File: src/rtl/mcdds_pkg.sv
// Shared encodings for the multi-channel synthesizer.
// Assumes: register select is three bits wide, mode field two bits wide.
package mcdds_pkg;

    typedef enum logic [1:0] {
        MODE_PLAIN   = 2'd0,
        MODE_FSK_MEM = 2'd1,
        MODE_FSK_EXT = 2'd2,
        MODE_BLEND   = 2'd3
    } wave_mode_e;

    localparam logic [2:0] SEL_F0   = 3'd0;
    localparam logic [2:0] SEL_F1   = 3'd1;
    localparam logic [2:0] SEL_PH   = 3'd2;
    localparam logic [2:0] SEL_KF   = 3'd3;
    localparam logic [2:0] SEL_MODE = 3'd4;
    localparam logic [2:0] SEL_BANK = 3'd5;
    localparam logic [2:0] SEL_MIX  = 3'd6;
    localparam logic [2:0] SEL_BITS = 3'd7;

endpackage

File: src/rtl/mcdds_regs.sv
// Per-channel configuration registers, written through one narrow port.
// Assumes: one write per clock; region select resets to the channel index.
module mcdds_regs
    import mcdds_pkg::*;
#(
    parameter int NCH    = 4,
    parameter int CH_W   = 2,
    parameter int PW     = 32,
    parameter int KF_W   = 8,
    parameter int BITS_W = 16
) (
    input  logic               clk,
    input  logic               rst_n,
    input  logic               cfg_we,
    input  logic [CH_W-1:0]    cfg_ch,
    input  logic [2:0]         cfg_sel,
    input  logic [PW-1:0]      cfg_data,
    output logic [PW-1:0]      f0_o   [NCH],
    output logic [PW-1:0]      f1_o   [NCH],
    output logic [PW-1:0]      ph_o   [NCH],
    output logic [KF_W-1:0]    kf_o   [NCH],
    output wave_mode_e         mode_o [NCH],
    output logic [CH_W-1:0]    bank_o [NCH],
    output logic [CH_W-1:0]    sa_o   [NCH],
    output logic [CH_W-1:0]    sb_o   [NCH],
    output logic [BITS_W-1:0]  pat_o  [NCH],
    output logic [NCH-1:0]     pat_wr_o
);

    // Register file update: reset defaults, then addressed field writes.
    always_ff @(posedge clk) begin
        for (int i = 0; i < NCH; i++) begin
            if (!rst_n) begin
                f0_o[i]   <= '0;
                f1_o[i]   <= '0;
                ph_o[i]   <= '0;
                kf_o[i]   <= '0;
                mode_o[i] <= MODE_PLAIN;
                bank_o[i] <= CH_W'(i);
                sa_o[i]   <= '0;
                sb_o[i]   <= '0;
                pat_o[i]  <= '0;
            end else if (cfg_we && cfg_ch == CH_W'(i)) begin
                case (cfg_sel)
                    SEL_F0:   f0_o[i]   <= cfg_data;
                    SEL_F1:   f1_o[i]   <= cfg_data;
                    SEL_PH:   ph_o[i]   <= cfg_data;
                    SEL_KF:   kf_o[i]   <= cfg_data[KF_W-1:0];
                    SEL_MODE: mode_o[i] <= wave_mode_e'(cfg_data[1:0]);
                    SEL_BANK: bank_o[i] <= cfg_data[CH_W-1:0];
                    SEL_MIX: begin
                        sa_o[i] <= cfg_data[CH_W-1:0];
                        sb_o[i] <= cfg_data[2*CH_W-1:CH_W];
                    end
                    default:  pat_o[i]  <= cfg_data[BITS_W-1:0];
                endcase
            end
        end
    end

    // Pattern-rewrite strobe per channel, used to restart the bit position.
    always_comb begin
        for (int i = 0; i < NCH; i++)
            pat_wr_o[i] = cfg_we && (cfg_sel == SEL_BITS) && (cfg_ch == CH_W'(i));
    end

    for (genvar i = 0; i < NCH; i++) begin : g_chk
        // a frequency-0 write lands in the addressed channel
        a_r11_f0_write: assert property (@(posedge clk) disable iff (!rst_n)
            (cfg_we && cfg_sel == SEL_F0 && cfg_ch == CH_W'(i)) |=> (f0_o[i] == $past(cfg_data)));
    end

endmodule

File: src/rtl/mcdds_step.sv
// Phase-step calculator: picks the frequency word for the mode, adds the
// scaled FM term and limits the result to 0..2^(PW-1).
// Assumes: FM input is signed, sensitivity unsigned.
module mcdds_step
    import mcdds_pkg::*;
#(
    parameter int PW   = 32,
    parameter int FM_W = 8,
    parameter int KF_W = 8
) (
    input  logic [PW-1:0]    f0_i,
    input  logic [PW-1:0]    f1_i,
    input  wave_mode_e       mode_i,
    input  logic             pat_bit_i,
    input  logic             ext_bit_i,
    input  logic [FM_W-1:0]  fm_i,
    input  logic [KF_W-1:0]  kf_i,
    output logic [PW-1:0]    step_o
);

    localparam int FMK = FM_W + KF_W + 1;
    localparam logic signed [PW+1:0] CAP = (PW+2)'(1) << (PW-1);

    logic                    use_one;
    logic [PW-1:0]           f_sel;
    logic signed [FMK-1:0]   fm_term;
    logic signed [PW+1:0]    raw;

    // Step selection, modulation sum and half-rate limit.
    always_comb begin
        case (mode_i)
            MODE_FSK_MEM: use_one = pat_bit_i;
            MODE_FSK_EXT: use_one = ext_bit_i;
            default:      use_one = 1'b0;
        endcase
        f_sel   = use_one ? f1_i : f0_i;
        fm_term = $signed(fm_i) * $signed({1'b0, kf_i});
        raw     = $signed({2'b00, f_sel}) + $signed({{(PW+2-FMK){fm_term[FMK-1]}}, fm_term});
        if (raw[PW+1])
            step_o = '0;
        else if (raw > CAP)
            step_o = PW'(CAP);
        else
            step_o = PW'(raw);
    end

endmodule

File: src/rtl/mcdds_wave_ram.sv
// Single-port waveform table with registered read.
// Assumes: a write cycle produces no read; the caller ignores q then.
module mcdds_wave_ram #(
    parameter int AW = 8,
    parameter int DW = 8
) (
    input  logic          clk,
    input  logic          we,
    input  logic [AW-1:0] addr,
    input  logic [DW-1:0] wdata,
    output logic [DW-1:0] q
);

    logic [DW-1:0] mem [1<<AW];

    // One access per clock: write, or registered read.
    always_ff @(posedge clk) begin
        if (we)
            mem[addr] <= wdata;
        else
            q <= mem[addr];
    end

endmodule

File: src/rtl/mcdds_top.sv
// Multi-channel direct digital synthesizer. Channels are served round-robin,
// one per clock, from one shared table split into NCH regions of 2^RAW words.
// Assumes: NCH is a power of two >= 2, BITS_W is a power of two.
module mcdds_top
    import mcdds_pkg::*;
#(
    parameter int NCH    = 4,
    parameter int PW     = 32,
    parameter int RAW    = 6,
    parameter int DW     = 8,
    parameter int FM_W   = 8,
    parameter int PM_W   = 8,
    parameter int KF_W   = 8,
    parameter int BITS_W = 16
) (
    input  logic                 clk,
    input  logic                 rst_n,
    input  logic                 cfg_we,
    input  logic [$clog2(NCH)-1:0] cfg_ch,
    input  logic [2:0]           cfg_sel,
    input  logic [PW-1:0]        cfg_data,
    input  logic                 tbl_we,
    input  logic [$clog2(NCH)+RAW-1:0] tbl_addr,
    input  logic [DW-1:0]        tbl_data,
    input  logic [NCH*FM_W-1:0]  fm_in,
    input  logic [NCH*PM_W-1:0]  pm_in,
    input  logic                 fsk_ext,
    output logic [NCH*DW-1:0]    dac_out
);

    localparam int CH_W  = $clog2(NCH);
    localparam int AW    = CH_W + RAW;
    localparam int IDX_W = $clog2(BITS_W);
    localparam logic [PW-1:0] STEP_CAP = PW'(1) << (PW-1);

    logic [PW-1:0]     f0_a [NCH];
    logic [PW-1:0]     f1_a [NCH];
    logic [PW-1:0]     ph_a [NCH];
    logic [KF_W-1:0]   kf_a [NCH];
    wave_mode_e        mode_a [NCH];
    logic [CH_W-1:0]   bank_a [NCH];
    logic [CH_W-1:0]   sa_a [NCH];
    logic [CH_W-1:0]   sb_a [NCH];
    logic [BITS_W-1:0] pat_a [NCH];
    logic [NCH-1:0]    pat_wr;

    logic [FM_W-1:0]   fm_a [NCH];
    logic [PM_W-1:0]   pm_a [NCH];
    logic [PW-1:0]     acc [NCH];
    logic [IDX_W-1:0]  bit_idx [NCH];
    logic [DW-1:0]     out_q [NCH];
    logic [NCH*PW-1:0] acc_flat;

    logic [CH_W-1:0]   slot;
    logic              serve;
    logic [PW-1:0]     step;
    logic [RAW-1:0]    look_hi;
    logic [AW-1:0]     ram_addr;
    logic [DW-1:0]     ram_q;
    logic              rd_vld;
    logic [CH_W-1:0]   rd_ch;
    logic              rd_blend;
    logic [CH_W-1:0]   rd_sa;
    logic [CH_W-1:0]   rd_sb;

    mcdds_regs #(
        .NCH(NCH), .CH_W(CH_W), .PW(PW), .KF_W(KF_W), .BITS_W(BITS_W)
    ) regs_i (
        .clk(clk), .rst_n(rst_n), .cfg_we(cfg_we), .cfg_ch(cfg_ch),
        .cfg_sel(cfg_sel), .cfg_data(cfg_data),
        .f0_o(f0_a), .f1_o(f1_a), .ph_o(ph_a), .kf_o(kf_a), .mode_o(mode_a),
        .bank_o(bank_a), .sa_o(sa_a), .sb_o(sb_a), .pat_o(pat_a),
        .pat_wr_o(pat_wr)
    );

    for (genvar i = 0; i < NCH; i++) begin : g_lane
        assign fm_a[i] = fm_in[i*FM_W +: FM_W];
        assign pm_a[i] = pm_in[i*PM_W +: PM_W];
        assign dac_out[i*DW +: DW] = out_q[i];
        assign acc_flat[i*PW +: PW] = acc[i];
    end

    assign serve = !tbl_we;

    mcdds_step #(
        .PW(PW), .FM_W(FM_W), .KF_W(KF_W)
    ) step_i (
        .f0_i(f0_a[slot]), .f1_i(f1_a[slot]), .mode_i(mode_a[slot]),
        .pat_bit_i(pat_a[slot][bit_idx[slot]]), .ext_bit_i(fsk_ext),
        .fm_i(fm_a[slot]), .kf_i(kf_a[slot]), .step_o(step)
    );

    // Table address of the served channel: phase sum top bits plus region base.
    always_comb begin
        look_hi  = RAW'((acc[slot] + ph_a[slot] + {pm_a[slot], {(PW-PM_W){1'b0}}}) >> (PW-RAW));
        ram_addr = tbl_we ? tbl_addr : {bank_a[slot], look_hi};
    end

    mcdds_wave_ram #(
        .AW(AW), .DW(DW)
    ) ram_i (
        .clk(clk), .we(tbl_we), .addr(ram_addr), .wdata(tbl_data), .q(ram_q)
    );

    // Rotation pointer and lookup pipeline tag; both hold on a table write.
    always_ff @(posedge clk) begin
        if (!rst_n) begin
            slot     <= '0;
            rd_vld   <= 1'b0;
            rd_ch    <= '0;
            rd_blend <= 1'b0;
            rd_sa    <= '0;
            rd_sb    <= '0;
        end else begin
            rd_vld <= serve;
            if (serve) begin
                slot     <= (slot == CH_W'(NCH-1)) ? '0 : slot + 1'b1;
                rd_ch    <= slot;
                rd_blend <= (mode_a[slot] == MODE_BLEND);
                rd_sa    <= sa_a[slot];
                rd_sb    <= sb_a[slot];
            end
        end
    end

    // Phase accumulators and keying-pattern positions, advanced when served.
    always_ff @(posedge clk) begin
        for (int i = 0; i < NCH; i++) begin
            if (!rst_n) begin
                acc[i]     <= '0;
                bit_idx[i] <= '0;
            end else begin
                if (serve && slot == CH_W'(i))
                    acc[i] <= acc[i] + step;
                if (pat_wr[i])
                    bit_idx[i] <= '0;
                else if (serve && slot == CH_W'(i) && mode_a[i] == MODE_FSK_MEM)
                    bit_idx[i] <= bit_idx[i] + 1'b1;
            end
        end
    end

    // Output registers: table sample or mix of two channels' current words.
    always_ff @(posedge clk) begin
        for (int i = 0; i < NCH; i++) begin
            if (!rst_n)
                out_q[i] <= '0;
            else if (rd_vld && rd_ch == CH_W'(i))
                out_q[i] <= rd_blend
                    ? DW'(({1'b0, out_q[rd_sa]} + {1'b0, out_q[rd_sb]}) >> 1)
                    : ram_q;
        end
    end

    // ---- checks guarding the rotation, pause and step limit ----
    logic              chk_vld;
    logic [CH_W-1:0]   chk_ch;
    logic [PW-1:0]     chk_acc;
    logic [PW-1:0]     acc_delta;

    // Capture the served channel's accumulator to measure its advance.
    always_ff @(posedge clk) begin
        if (!rst_n) begin
            chk_vld <= 1'b0;
            chk_ch  <= '0;
            chk_acc <= '0;
        end else begin
            chk_vld <= serve;
            chk_ch  <= slot;
            chk_acc <= acc[slot];
        end
    end

    assign acc_delta = acc[chk_ch] - chk_acc;

    // no accumulator ever advances by more than half a cycle
    a_r5_step_cap: assert property (@(posedge clk) disable iff (!rst_n)
        chk_vld |-> (acc_delta <= STEP_CAP));

    // the rotation moves to the next channel after a served clock
    a_r2_rotation: assert property (@(posedge clk) disable iff (!rst_n)
        serve |=> (slot == (($past(slot) == CH_W'(NCH-1)) ? '0 : $past(slot) + 1'b1)));

    // a table write freezes rotation and accumulators
    a_r10_pause: assert property (@(posedge clk) disable iff (!rst_n)
        tbl_we |=> ($stable(slot) && $stable(acc_flat)));

    for (genvar i = 0; i < NCH; i++) begin : g_pat_chk
        // rewriting the pattern restarts keying at bit 0
        a_r6_pattern_restart: assert property (@(posedge clk) disable iff (!rst_n)
            pat_wr[i] |=> (bit_idx[i] == '0));
    end

endmodule

File: config.mk
export PLATFORM = sky130hd
export DESIGN_NAME = mcdds_top
export DESIGN_NICKNAME = d
export VERILOG_FILES = /design/src/rtl/mcdds_pkg.sv /design/src/rtl/mcdds_regs.sv /design/src/rtl/mcdds_step.sv /design/src/rtl/mcdds_wave_ram.sv /design/src/rtl/mcdds_top.sv
export SDC_FILE = /design/constraint.sdc
export NUM_CORES = 2
export LEC_CHECK = 0
export BUFFER_PORTS_ARGS = -buffer_cell sky130_fd_sc_hd__buf_2
export CORE_ASPECT_RATIO = 0.9
export CORE_MARGIN = 2
export CORE_UTILIZATION = 40
export DETAILED_ROUTE_END_ITERATION = 7
export PLACE_DENSITY = 0.63
export SETUP_SLACK_MARGIN = 0.2
export SLEW_MARGIN = 20
export SYNTH_ARGS = -nofsm -noshare
export SYNTH_HDL_FRONTEND = slang
export SYNTH_HIERARCHICAL = 1
export SYNTH_SLANG_ARGS = --single-unit
File: constraint.sdc
create_clock -name clk -period 9.4 [get_ports clk]
set_input_delay 0.47 -clock clk [delete_from_list [all_inputs] [get_ports clk]]
set_output_delay 0.47 -clock clk [all_outputs]
set_load 0.1 [all_outputs]
; Word level (Yosys, flattened, before mapping)
; Memories as Yosys holds them, arrays and structs flattened. A register that Yosys moved wholly into a read port is not among the register bits.
; Index checks and enable logic that the tools add are counted.
[op_classes]
addsub = 13
mul = 1
magnitude_cmp = 3
n_eq_ne = 23
mux = 121
bitwise = 18
n_reduce_logical = 60
[ops]
columns = cell, count
row1 = 32-bit two-way mux, 13
row2 = 32-bit adder, 6
row3 = 32-bit binary-select mux with 2-bit select, 3
row4 = 8-bit two-way mux, 12
row5 = 2-bit AND reduction, 32
row6 = 1-bit two-way mux, 56
row7 = 8-bit binary-select mux with 2-bit select, 3
row8 = 33-bit by 17-bit adder with 34-bit output, 1
row9 = "34-bit by 33-bit greater-than comparator with 1-bit output, second input constant", 1
row10 = 2-bit two-way mux, 17
row11 = 16-bit binary-select mux with 2-bit select, 1
row12 = 16-bit two-way mux, 2
row13 = 4-bit two-way mux, 8
row14 = 1-bit logical AND, 21
row15 = 8-bit by 9-bit multiplier with 17-bit output, 1
row16 = "4-bit by 1-bit adder with 4-bit output, second input constant", 4
row17 = 2-bit binary-select mux with 2-bit select, 4
row18 = "2-bit by 1-bit equality test with 1-bit output, second input constant", 8
row19 = "2-bit equality test, second input constant", 8
row20 = 1-bit bitwise OR, 16
row21 = "3-bit equality test, second input constant", 4
row22 = 8-bit by 8-bit adder with 9-bit output, 1
row23 = 7-bit OR reduction, 1
row24 = "3-bit by 2-bit equality test with 1-bit output, second input constant", 2
row25 = 11 further kinds, 14
[word_totals]
ff_bits = 522
ramBits = 2224
input_bits = 122
wordCells = 285
memories = 4
[memory_table]
columns = memory, words, width, read_ports, rd_ports_with_merged_regs, write_ports, line_no
row1 = ram_i.mem, 256, 8, 1, 1, 1, mcdds_wave_ram.sv:14  ; logic [DW-1:0] mem [1<<AW];
row2 = acc, 4, 32, 5, 1, 4, mcdds_top.sv:49  ; logic [PW-1:0] acc [NCH];
row3 = out_q, 4, 8, 6, 2, 4, mcdds_top.sv:51  ; logic [DW-1:0] out_q [NCH];
row4 = bit_idx, 4, 4, 5, 1, 4, mcdds_top.sv:50  ; logic [IDX_W-1:0] bit_idx [NCH];

; Depth between registers and ports, before layout
[logic_depth]
ltp_word = 14
depth_mapped = 43
ltp_nobuf = 40

; Modules after synthesis
; Netlist, hierarchy kept.
[modules_own_cells]
columns = module, n_inst, cells_per_inst, area_each_um2
row1 = mcdds_wave_ram, 1, 3545, 78534.1
row2 = mcdds_top, 1, 1770, 19428.6
row3 = mcdds_regs, 1, 1770, 18446.4
row4 = mcdds_step, 1, 562, 4926.0

; Worst setup path before layout
; OpenSTA, ideal clock, no wires.
[synth_timing]
path_type = register to register
start = register slot[1]
end = memory acc[3][31] (data pin)
setup_ps = 260
t_arrival_ps = 10076
t_required_ps = 9140
setup_slack_ps = -936
path_stages_with_launch = 39
n_path_buf = 4
synth_period_minus_slack_ps = 10336
path_cell_list = dfxtp_1 > buf_1 > buf_2 > mux4_2 > mux4_2 > mux2i_1 > a21oi_1 > a22oi_1 > nor2_1 > clkbuf_1 > mux2i_1 > fa_1 > inv_1 > fa_1 > inv_1 > fa_1 > inv_1 > fa_1 > (+3 left out) > a21oi_2 > a211oi_1 > o21ai_1 > nand4b_4 > o211ai_1 > o211ai_2 > buf_4 > nor3_1 > ha_1 > a21o_1 > a21o_1 > a2111oi_0 > a2bb2oi_1 > a221o_1 > a21oi_1 > o21ai_0 > a21oi_1 > mux2_2
[synth_rtl]
columns = element, line_no
row1 = from (decl), mcdds_top.sv:54  ; logic [CH_W-1:0] slot;
row2 = from (signal assigned), mcdds_top.sv:117  ; slot <= (slot == CH_W'(NCH-1)) ? '0 : slot + 1'b1;
row3 = to (decl), mcdds_top.sv:49

==> impl_results.md <==
- CP bufs+invs: 10
- Pins Over Slew Limit: 0
- Hold Slack: 0.0540 ns
- Failing checks: negative setup slack
- EDFF count, synth: 2232
- Dpl ws: -0.937 ns
- Fin Setup TNS: -25.56 ns
- Metal2 WL: 155000 um
- Residual DRC count: 0
- Die ar.: 308000 um^2
- Rows: roughly 190
- Status: complete, but fails checks
- Worst min path class: in2reg
- Ys async rst share: 0%
- RSZ-0062 raised after global routing: yes
- Vias in the first global route: 73400
- Final WL: 324000 um
- R2R depth: 42
- R2r endpoint: acc[3][31]
- Synth area leader: edfxtp_1
- Synthesized instance count: 7647
- Die Span X: ~600 um
- Crit-path slowest cell: mux4_2
- Fin crit period: 9.94 ns
- Net Switching: 8.15 mW
- Finished Layout Cells: 12900
- Most used DFF post-synth: edfxtp_1
- Placed Area: 133000 um^2
- CORE AREA: around 300000 um^2
- First drt pass iteration count: 6
- CTS Buf Count: between 200 and 300
- Crit-path leading delay family: compound AO/OA/AOI/OAI gates
- Synth cell count leaders: edfxtp_1 (2232), nand2_1 (723), mux4_2 (712)
- Chip Height: 527 um
- Period utilization: 106%
- Max cap viols: 0
- Kind of critical path: reg2reg
- Top sig layer: met5
- Routed Antenna Nets: 0
- GRT Resource Usage Total: 20.7%
- Filler cells: approximately 25000
- Design area: 145000 um^2
- I/O pins: 154
- Setup Viol. Count Final: 78
- Reg2reg start: bit_idx[3][0]
- # port buffers: between 150 and 200
- Most numerous cell in the Yosys netlist: edfxtp_1
- Clk pwr share: 36.4%
- Share of cells above drive strength 1: about 30%
- Post-DP HPWL: 211000 um
- H-tree depth: 5
- Worst setup margin: -0.545 ns
- Sequential share of the synthesized area: between 60% and 70%
- Final #Nets: roughly 9000
- Most area-consuming cells after synthesis: edfxtp_1 (55%), mux4_2 (13%), dfxtp_1 (8.7%)
- Fmax: 101 MHz
- Starting Density: 40.3%
- Synth cell types: 89
- Synth Register Bits: 2760
- Setup crit start kind: flop
- Total gr overflow: 0
- Syn nets: between 8000 and 9000
- Final Core Density: 48.0%
- Syn_area_per_cell: 15.9 um^2
- Combinational power share: a little under a fifth
- Fin. Hold Viols: 0
- Leakage: 52.3 nW
- Tot Pwr: 30.0 mW
- Worst-margin pin slew: 1.17 ns
- Hold depth: 1
- CP peak stage delay: ~0.62 ns
- Power Density: 207 nW/um^2
- Netlist Area Pre-Place: 121000 um^2
- Placed Cells: about 12000
- Clk slew on worst S/H paths: 0.06 ns
- Sequential share of power: 44.9%
- Placer Congestion: 0.903
- Layout area overhead: 19.1%
- Routed len/inst: 25.1 um
- Relative slew slack: between 20% and 30%
- Post-Route M1 WL: 137000 um
- Clock Sinks: 2760
- Met3 WL post-DR: 22400 um
- Sw frac: 27.2%
- Via count: 72300
- Worst reg-to-reg setup slack: -0.54 ns
- Via/cell ratio: 5.61
- Iteration-0 DRC Markers: 6822
- Worst-Skew Late Latency: 0.90 ns
- Pin count of the biggest net entering global routing: between 150 and 200
- HP Start: tbl_data[3]
- Longest Clk Path Bufs: 4
- Internal Power: 21.8 mW
- Post-synth top area share: 55.2%
- Maximum vdd drop: between 0.15 and 0.2 mV
- Synth warnings: 6
- TritonCTS clock tree: yes
- First-pass GRT wire length: 480000 um
- Worst endpoint required time: 9.98 ns
- Clk_skew: 0.0963 ns
- Crit path capture type: flop
- Initial antenna violation count: 6
- CP Max Fanout: 6
- Worst Path Arrival: approximately 11 ns
- Worst Hold Path EP: ram_i/mem[147][3]
- Clock Root Buffer: clkbuf_16
[state kept, by name (all words and copies together), names as in the netlist, 8 cells and up, named ones only]
name and flops:
ram_i/mem 2048, acc 128, regs_i/f0_o 128, regs_i/f1_o 128, regs_i/ph_o 128, regs_i/pat_o 64, out_q 32, regs_i/kf_o 32
bit_idx 16, ram_i/q 8, regs_i/bank_o 8, regs_i/mode_o 8, regs_i/sa_o 8, regs_i/sb_o 8
[timing repair]
| action | CTS | global route |
|---|---|---|
| pin swaps | 179 | 121 |
| hold endpoints to repair | 17 | 0 |
| resized for setup | 303 | 108 |
| gates cloned | 2 | 0 |
| setup buffers | 80 | 27 |
| hold buffers | 4 | 0 |
| endpoints found under the setup margin | 105 | 110 |
[final cells by class]
type / count / area, um^2 / area share (%)
timing repair buffer: 1176 / 9400 / 6.50
sequential: 2760 / 77600 / 53.7
clock inverter: 137 / 1240 / 0.855
tap: 4053 / 5070 / 3.51
inverter: 127 / 484 / 0.335
multi-input combinational: 4284 / 43200 / 29.9
clock buffer: 352 / 7560 / 5.23
antenna: 8 / 20.0 / 0.0138
[placed cells by master (no fill, tap or decap), types with 18 or more instances in the layout]
master	count
mux2_2	27
o21a_1	22
nand3_1	59
o21ai_0	37
a22oi_1	256
nor3_4	21
o211ai_1	18
xnor2_1	62
nor2_1	456
mux4_2	712
fa_1	57
a21o_1	81
buf_4	908
o41ai_1	30
nor3_1	56
a21oi_2	43
clkbuf_16	289
nand4_1	30
clkbuf_1	54
clkinv_2	45
a21oi_1	212
and2_1	46
edfxtp_1	2232
dfxtp_1	524
inv_1	122
bufinv_16	18
ha_4	35
buf_6	65
clkinv_1	47
o21ai_2	25
buf_12	43
and3_1	19
xor2_1	57
o21ai_1	22
ha_1	270
mux2i_1	534
nor2b_1	33
nand2b_1	33
buf_2	143
nand2_1	711
[worst max path at each step]
| stage | startpoint | to | slack [ns] | depth (start not counted) |
|---|---|---|---|---|
| final | bit_idx[3][0] | acc[3][31] | -0.54 | 42 |
| after global routing | bit_idx[3][0] | acc[1][28] | -0.95 | 46 |
| after detailed placement | bit_idx[3][0] | acc[2][19] | -0.94 | 40 |
| after global placement | bit_idx[3][0] | acc[0][26] | -0.83 | 37 |
| after floorplan | flop | acc[3][31] | 0.12 | 39 |
| after CTS | bit_idx[3][0] | acc[3][31] | -0.57 | 40 |
[per-layer routing]
metal / global-route usage [%] / vias to the layer above
met1: 28.7 / 37500
li1: - / 31800
met3: 3.45 / 497
met4: 5.61 / 2
met2: 33.7 / 2583
met5: 0 / -
[power groups by stage]
stage / registers [mW] / logic, mW / clock network, mW
after global placement: 13.7 / 5.37 / 0
after global routing: 13.5 / 5.97 / 11.6
final: 13.5 / 5.63 / 10.9
after floorplan: 13.7 / 3.27 / 0
after CTS: 13.5 / 5.59 / 11.1
after detailed placement: 13.7 / 5.42 / 0
[logic make-up after synthesis]
family / after synthesis / synth area share (%)
xor+xnor: 136 / 0.988
flops: 2760 / 64.0
simple gates: 1598 / 5.79
mux: 1275 / 17.9
buf+inv: 605 / 2.19
fa+ha+maj: 372 / 4.23
compound gates: 901 / 4.96
No activity file was read; power rests on OpenSTA's default activity.
